$ cat src/rtl/ee_pkg.sv
package ee_pkg;

    localparam int EE_BYTE_W = 8;
    localparam logic [3:0] EE_FAMILY = 4'b1010;
    localparam logic [2:0] EE_SELECT = 3'b000;

    typedef enum logic [2:0] {
        ST_IDLE,
        ST_START,
        ST_SEND,
        ST_ACK,
        ST_RSTART,
        ST_RECV,
        ST_MNACK,
        ST_STOP
    } ee_state_t;

    typedef enum logic [1:0] {
        PH_DEVW,
        PH_ADDR,
        PH_DATA,
        PH_DEVR
    } ee_phase_t;

    function automatic logic [EE_BYTE_W-1:0] ee_dev_byte(input logic rd);
        return {EE_FAMILY, EE_SELECT, rd};
    endfunction

endpackage

$ cat src/rtl/ee_quarter_timer.sv
module ee_quarter_timer #(
    parameter int QUARTER_CYCLES = 5
) (
    input  logic clk,
    input  logic rst_n,
    input  logic run,
    output logic tick
);
    localparam int CW = (QUARTER_CYCLES > 1) ? $clog2(QUARTER_CYCLES) : 1;
    localparam logic [CW-1:0] LAST = CW'(QUARTER_CYCLES - 1);

    logic [CW-1:0] cnt;

    assign tick = run && (cnt == LAST);

    always_ff @(posedge clk or negedge rst_n) begin
        if (!rst_n) begin
            cnt <= '0;
        end else if (!run || tick) begin
            cnt <= '0;
        end else begin
            cnt <= cnt + 1'b1;
        end
    end

    generate
        if (QUARTER_CYCLES > 1) begin : g_gap
            // quarters are spaced by the divider, never one cycle apart
            a_r10_tick_gap: assert property (@(posedge clk) disable iff (!rst_n)
                tick |=> !tick);
        end
    endgenerate

endmodule

$ cat src/rtl/ee_shift_byte.sv
module ee_shift_byte #(
    parameter int W = 8
) (
    input  logic         clk,
    input  logic         rst_n,
    input  logic         load,
    input  logic [W-1:0] load_val,
    input  logic         shift,
    input  logic         bit_in,
    output logic [W-1:0] value
);
    always_ff @(posedge clk or negedge rst_n) begin
        if (!rst_n) begin
            value <= '0;
        end else if (load) begin
            value <= load_val;
        end else if (shift) begin
            value <= {value[W-2:0], bit_in};
        end
    end
endmodule

$ cat src/rtl/ee_byte_master.sv
module ee_byte_master
    import ee_pkg::*;
#(
    parameter int QUARTER_CYCLES = 5
) (
    input  logic                 clk,
    input  logic                 rst_n,
    input  logic                 req_valid,
    input  logic                 req_write,
    input  logic [EE_BYTE_W-1:0] req_addr,
    input  logic [EE_BYTE_W-1:0] req_wdata,
    input  logic                 sda_in,
    output logic                 busy,
    output logic                 done,
    output logic                 err,
    output logic [EE_BYTE_W-1:0] rdata,
    output logic                 scl_pull,
    output logic                 sda_pull
);
    localparam int BCW = $clog2(EE_BYTE_W);
    localparam logic [BCW-1:0] LAST_BIT = BCW'(EE_BYTE_W - 1);

    ee_state_t state;
    ee_phase_t phase;
    logic [1:0] q;
    logic [BCW-1:0] bitcnt;
    logic op_wr;
    logic [EE_BYTE_W-1:0] op_addr, op_data;
    logic ack_miss;
    logic tick, bit_end, sample;

    logic sh_load, sh_shift, sh_in;
    logic [EE_BYTE_W-1:0] sh_val, shq;

    assign busy    = (state != ST_IDLE);
    assign bit_end = tick && (q == 2'd3);
    assign sample  = tick && (q == 2'd1);

    ee_quarter_timer #(.QUARTER_CYCLES(QUARTER_CYCLES)) u_timer (
        .clk(clk), .rst_n(rst_n), .run(busy), .tick(tick)
    );

    ee_shift_byte #(.W(EE_BYTE_W)) u_shift (
        .clk(clk), .rst_n(rst_n), .load(sh_load), .load_val(sh_val),
        .shift(sh_shift), .bit_in(sh_in), .value(shq)
    );

    // shifter control
    always_comb begin
        sh_load  = 1'b0;
        sh_shift = 1'b0;
        sh_in    = 1'b0;
        sh_val   = '0;
        unique case (state)
            ST_IDLE: begin
                sh_load = req_valid;
                sh_val  = ee_dev_byte(1'b0);
            end
            ST_SEND: sh_shift = bit_end && (bitcnt != LAST_BIT);
            ST_ACK: begin
                if (bit_end && !ack_miss) begin
                    if (phase == PH_DEVW) begin
                        sh_load = 1'b1;
                        sh_val  = op_addr;
                    end else if (phase == PH_ADDR && op_wr) begin
                        sh_load = 1'b1;
                        sh_val  = op_data;
                    end
                end
            end
            ST_RSTART: begin
                sh_load = bit_end;
                sh_val  = ee_dev_byte(1'b1);
            end
            ST_RECV: begin
                sh_shift = sample;
                sh_in    = sda_in;
            end
            ST_MNACK, ST_STOP, ST_START: ;
        endcase
    end

    // state register and datapath
    always_ff @(posedge clk or negedge rst_n) begin
        if (!rst_n) begin
            state    <= ST_IDLE;
            phase    <= PH_DEVW;
            q        <= 2'd0;
            bitcnt   <= '0;
            op_wr    <= 1'b0;
            op_addr  <= '0;
            op_data  <= '0;
            ack_miss <= 1'b0;
            done     <= 1'b0;
            err      <= 1'b0;
            rdata    <= '0;
        end else begin
            done <= 1'b0;
            if (tick) q <= q + 2'd1;
            unique case (state)
                ST_IDLE: begin
                    if (req_valid) begin
                        state    <= ST_START;
                        phase    <= PH_DEVW;
                        q        <= 2'd0;
                        bitcnt   <= '0;
                        op_wr    <= req_write;
                        op_addr  <= req_addr;
                        op_data  <= req_wdata;
                        ack_miss <= 1'b0;
                        err      <= 1'b0;
                    end
                end
                ST_START: if (bit_end) state <= ST_SEND;
                ST_SEND: begin
                    if (bit_end) begin
                        if (bitcnt == LAST_BIT) begin
                            state  <= ST_ACK;
                            bitcnt <= '0;
                        end else begin
                            bitcnt <= bitcnt + 1'b1;
                        end
                    end
                end
                ST_ACK: begin
                    if (sample) ack_miss <= sda_in;
                    if (bit_end) begin
                        if (ack_miss) begin
                            state <= ST_STOP;
                        end else begin
                            unique case (phase)
                                PH_DEVW: begin
                                    phase <= PH_ADDR;
                                    state <= ST_SEND;
                                end
                                PH_ADDR: begin
                                    if (op_wr) begin
                                        phase <= PH_DATA;
                                        state <= ST_SEND;
                                    end else begin
                                        state <= ST_RSTART;
                                    end
                                end
                                PH_DATA: state <= ST_STOP;
                                PH_DEVR: state <= ST_RECV;
                            endcase
                        end
                    end
                end
                ST_RSTART: begin
                    if (bit_end) begin
                        phase <= PH_DEVR;
                        state <= ST_SEND;
                    end
                end
                ST_RECV: begin
                    if (bit_end) begin
                        if (bitcnt == LAST_BIT) begin
                            state  <= ST_MNACK;
                            bitcnt <= '0;
                        end else begin
                            bitcnt <= bitcnt + 1'b1;
                        end
                    end
                end
                ST_MNACK: if (bit_end) state <= ST_STOP;
                ST_STOP: begin
                    if (bit_end) begin
                        state <= ST_IDLE;
                        done  <= 1'b1;
                        err   <= ack_miss;
                        if (!op_wr && !ack_miss) rdata <= shq;
                    end
                end
            endcase
        end
    end

    // line drive per state and quarter
    always_comb begin
        scl_pull = 1'b0;
        sda_pull = 1'b0;
        unique case (state)
            ST_IDLE: ;
            ST_START, ST_RSTART: begin
                scl_pull = (q == 2'd0) || (q == 2'd3);
                sda_pull = (q >= 2'd2);
            end
            ST_SEND: begin
                scl_pull = (q == 2'd0) || (q == 2'd3);
                sda_pull = ~shq[EE_BYTE_W-1];
            end
            ST_ACK, ST_RECV, ST_MNACK: begin
                scl_pull = (q == 2'd0) || (q == 2'd3);
            end
            ST_STOP: begin
                scl_pull = (q == 2'd0);
                sda_pull = (q <= 2'd1);
            end
        endcase
    end

    logic edge_state;
    assign edge_state = (state == ST_START) || (state == ST_RSTART) || (state == ST_STOP);

    // idle bus is fully released
    a_r1_idle_released: assert property (@(posedge clk) disable iff (!rst_n)
        !busy |-> (!scl_pull && !sda_pull));

    // an idle request is taken at once
    a_r2_accept: assert property (@(posedge clk) disable iff (!rst_n)
        (!busy && req_valid) |=> busy);

    // data line still while clock high outside bus conditions
    a_r6_sda_still_scl_high: assert property (@(posedge clk) disable iff (!rst_n)
        (!scl_pull && $past(!scl_pull) && !edge_state && !$past(edge_state))
        |-> $stable(sda_pull));

    // master listens during acknowledge, read bits and its no-acknowledge
    a_r7_listen: assert property (@(posedge clk) disable iff (!rst_n)
        (state == ST_ACK || state == ST_RECV || state == ST_MNACK) |-> !sda_pull);

    // done is a single pulse and coincides with idle
    a_r9_done_pulse: assert property (@(posedge clk) disable iff (!rst_n)
        done |=> !done);
    a_r9_done_idle: assert property (@(posedge clk) disable iff (!rst_n)
        done |-> !busy);

    // the error flag appears only with done
    a_r8_err_with_done: assert property (@(posedge clk) disable iff (!rst_n)
        $rose(err) |-> done);

endmodule

$ cat config.mk
export PLATFORM = sky130hd
export DESIGN_NAME = ee_byte_master
export DESIGN_NICKNAME = d
export VERILOG_FILES = /design/src/rtl/ee_pkg.sv /design/src/rtl/ee_quarter_timer.sv /design/src/rtl/ee_shift_byte.sv /design/src/rtl/ee_byte_master.sv
export SDC_FILE = /design/constraint.sdc
export NUM_CORES = 1
export LEC_CHECK = 0
export ABC_AREA = 1
export CORE_MARGIN = 10
export CORE_UTILIZATION = 59
export DETAILED_ROUTE_END_ITERATION = 6
export PLACE_DENSITY = 0.91
export SETUP_SLACK_MARGIN = 0.3
export SLEW_MARGIN = 20
export SYNTH_ARGS = -nofsm -noshare
export SYNTH_HDL_FRONTEND = slang
export SYNTH_SLANG_ARGS = --single-unit
$ cat constraint.sdc
create_clock -name clk -period 4 [get_ports clk]
set_input_delay 0.8 -clock clk [delete_from_list [all_inputs] [get_ports clk]]
set_output_delay 0.8 -clock clk [all_outputs]
set_load 0.02 [all_outputs]
==> metrics.txt <==
CTS tree yes; Die Y roughly 86 um; CTS buffer count 5; antenna violations before repair 0; Die ar. ~0.0074 mm^2; crit path max fanout 6; global route overflow 0; type of origin of the critical path flop; Comb pwr share a little under two fifths; Slew HR around three fifths; DRC 0; CTS H-tree lvls 2; io pins 34; GRT Max-Usage Layer met2; grt met2 use about a quarter; Resized Gates After CTS 0; Routed WL 5310 um; DP Wirelength 3950 um; Iter 0 DRT Violations between 150 and 200; VDD IR max between 0.3 and 0.4 mV; Post-Syn Nets about 350; ANT cells 0; CP Capture Type output port; core footprint between 0.004 and 0.005 mm^2; sw power between 0.0006 and 0.0007 W; GR Layer Usage met3 roughly 3.8%; routed via count 2148; Worst-Skew Late Latency roughly 0.31 ns; Final Hold Vio Count 0; power per cell area 547 mW/mm^2; Post-DRT Antenna Nets 0; Post-CTS Setup Bufs 0; routing usage on met1 ~18%; Worst-path clk slew ~0.09 ns; clock share of power about a fifth; Critical Path AT approximately 2 ns; WP data required 3.20 ns; placed insts 403; Reg power frac 43.4%; via/cell ratio approximately 5.2; Max Root-Sink Buffers 2; Slew Limit Fails 0; number of synthesized register bits between 40 and 50; minimum clock period ~2.9 ns; number of global-route vias before repair 2127; HP Class reg -> reg; worst hold slack ~0.46 ns; root buf cell clkbuf_8; CTS Hold Buffers Added 0; Synth Instances between 300 and 400; cell leakage power between 1.5 and 2 nW; Die Wd about 86 um; routability-driven placement congestion ratio ~1; DRT Pass-1 Iters 4; Post-Layout Cell Count 411; Layout area overhead 18.4%; Sink Count 49; Sw Ratio 38.5%; final setup TNS 0 ns; Synth Cell Area roughly 0.0026 mm^2; Final setup viols 0; Yosys Warn Count 0; # nets final 389; pin count of the biggest net entering global routing 50; critical path class reg -> out; RSZ-0062 raised after global routing no; status finished clean; row count 23; I/O Buffers 33; post-synthesis sequential area ratio 47.6%; Yosys cell types 28; first-pass GRT wire length roughly 9200 um; Tcrit/Tclk final a little under three quarters; max-cap viol count 0; syn_area_per_cell 7.96 um^2; f_max 350 MHz; Layout Skew approximately 0.0050 ns; All-Layer GR Usage between 10 and 15%; share of post-route cells with drive strength above 1 between 10% and 20%; Worst-Margin Slew roughly 0.6 ns; Initial Util a little over three fifths; drt wl/cell 12.9 um; total internal power just over 0.001 W
## worst max-delay path, cell delays in order, from the launching register on
cell,delay [ns]
dfrtp_1,0.51
nand2_2,0.13
nor2_2,0.18
inv_2,0.09
a211oi_1,0.20
clkdlybuf4s50_1,0.64
## Yosys cell counts
library cell | n | share of area [%]
buf_6 | 1 | 0.44
nand4_1 | 2 | 0.49
clkbuf_1 | 2 | 0.29
nor2_4 | 3 | 1.3
buf_2 | 2 | 0.39
nand2_4 | 3 | 1.3
nor2_1 | 18 | 2.6
o22ai_1 | 6 | 1.5
o31ai_1 | 1 | 0.29
a211oi_1 | 2 | 0.58
nand2_1 | 105 | 15
o21ai_0 | 29 | 5.6
and3_1 | 1 | 0.24
inv_1 | 45 | 6.6
ha_1 | 8 | 3.9
xnor2_1 | 1 | 0.34
nand2_2 | 3 | 0.73
o21ai_1 | 5 | 0.97
clkinv_1 | 1 | 0.15
nand3_4 | 2 | 1.4
nand3_1 | 10 | 1.9
nor2_2 | 4 | 0.97
dfrtp_1 | 49 | 48
a21oi_1 | 7 | 1.4
a31oi_1 | 1 | 0.24
o21ai_2 | 8 | 2.7
o211ai_1 | 1 | 0.29
inv_2 | 4 | 0.58
## kinds of logic after synthesis
logic type | count (synthesis) | synth area share (%)
simple gates | 151 | 26.3
compound gates | 60 | 13.5
buf+inv | 55 | 8.40
flops | 49 | 47.6
fa+ha+maj | 8 | 3.88
xor+xnor | 1 | 0.340
## stage by stage
step           util, %  total power [W]  worst slack [ns]  area [um^2]
4_1_cts           74.1          0.00168              1.13         3050
6_report          74.2          0.00167              1.14         3050
5_1_grt           74.2          0.00180             0.988         3050
3_5_place_dp      71.5          0.00135              1.48         2940
3_3_place_gp      71.5          0.00132              1.52         2940
2_1_floorplan        -          0.00116              1.86         2580
## registers in the layout (all words and copies together) (netlist names)
| signal | count |
|---|---|
| op_data | 8 |
| rdata | 8 |
| bitcnt | 3 |
| state | 3 |
| phase | 2 |
| q | 2 |
| err | 1 |
| done | 1 |
| u_shift.value | 8 |
| u_timer.cnt | 3 |
| op_addr | 8 |
| op_wr | 1 |
| ack_miss | 1 |
## cells in the final DEF, fill, tap and decap left out, types with 3 or more instances in the layout
| cell | n |
|---|---|
| nand3_1 | 10 |
| ha_1 | 8 |
| nor2_4 | 3 |
| clkbuf_8 | 7 |
| o22ai_1 | 6 |
| o21ai_2 | 8 |
| a21oi_1 | 7 |
| o21ai_0 | 29 |
| nand2_4 | 3 |
| nor2_2 | 4 |
| nand2_1 | 105 |
| nand2_2 | 3 |
| dfrtp_1 | 49 |
| o21ai_1 | 5 |
| clkdlybuf4s50_1 | 32 |
| nor2_1 | 18 |
| inv_2 | 4 |
| inv_1 | 45 |
## final cells by class
cell class              count  area [um^2]
flip-flops and latches     49         1230
multi-input cells         220         1130
fillers                   306         1060
repair buffers             34          335
inverters                  50          188
clock buffers               7         96.3
well taps                  50         62.6
clock inverters             1         8.76
## power by group through the flow
stage                     registers [W]  clock network, W  logic, W
after floorplan                0.000719                 0  0.000439
after global placement         0.000724                 0  0.000595
after detailed placement       0.000732                 0  0.000619
after CTS                      0.000723          0.000330  0.000626
after global routing           0.000740          0.000350  0.000711
final                          0.000725          0.000324  0.000621
## worst paths after layout
path / startpoint / endpoint / slack (ns) / cells past startpoint
setup / recovery: state[0]$_DFFE_PN0P_ / scl_pull / 1.14 / 5
hold / removal: u_timer.cnt[0]$_DFF_PN0_ / u_timer.cnt[0]$_DFF_PN0_ / 0.46 / 1
setup reg to reg: u_timer.cnt[0]$_DFF_PN0_ / rdata[2]$_DFFE_PN0P_ / 2.35 / 9
hold reg to reg: u_timer.cnt[0]$_DFF_PN0_ / u_timer.cnt[0]$_DFF_PN0_ / 0.46 / 1
max in group asynchronous: rst_n / state[1]$_DFFE_PN0P_ / 3.10 / 1
min in group asynchronous: rst_n / u_timer.cnt[1]$_DFF_PN0_ / 0.49 / 1
## routing by layer
metal,vias to the layer above,share of wire [%]
met5,-,0
met1,985,45
li1,1094,-
met2,59,47
met3,10,5.5
met4,0,2.0
Power figures use the tool's default switching activity.
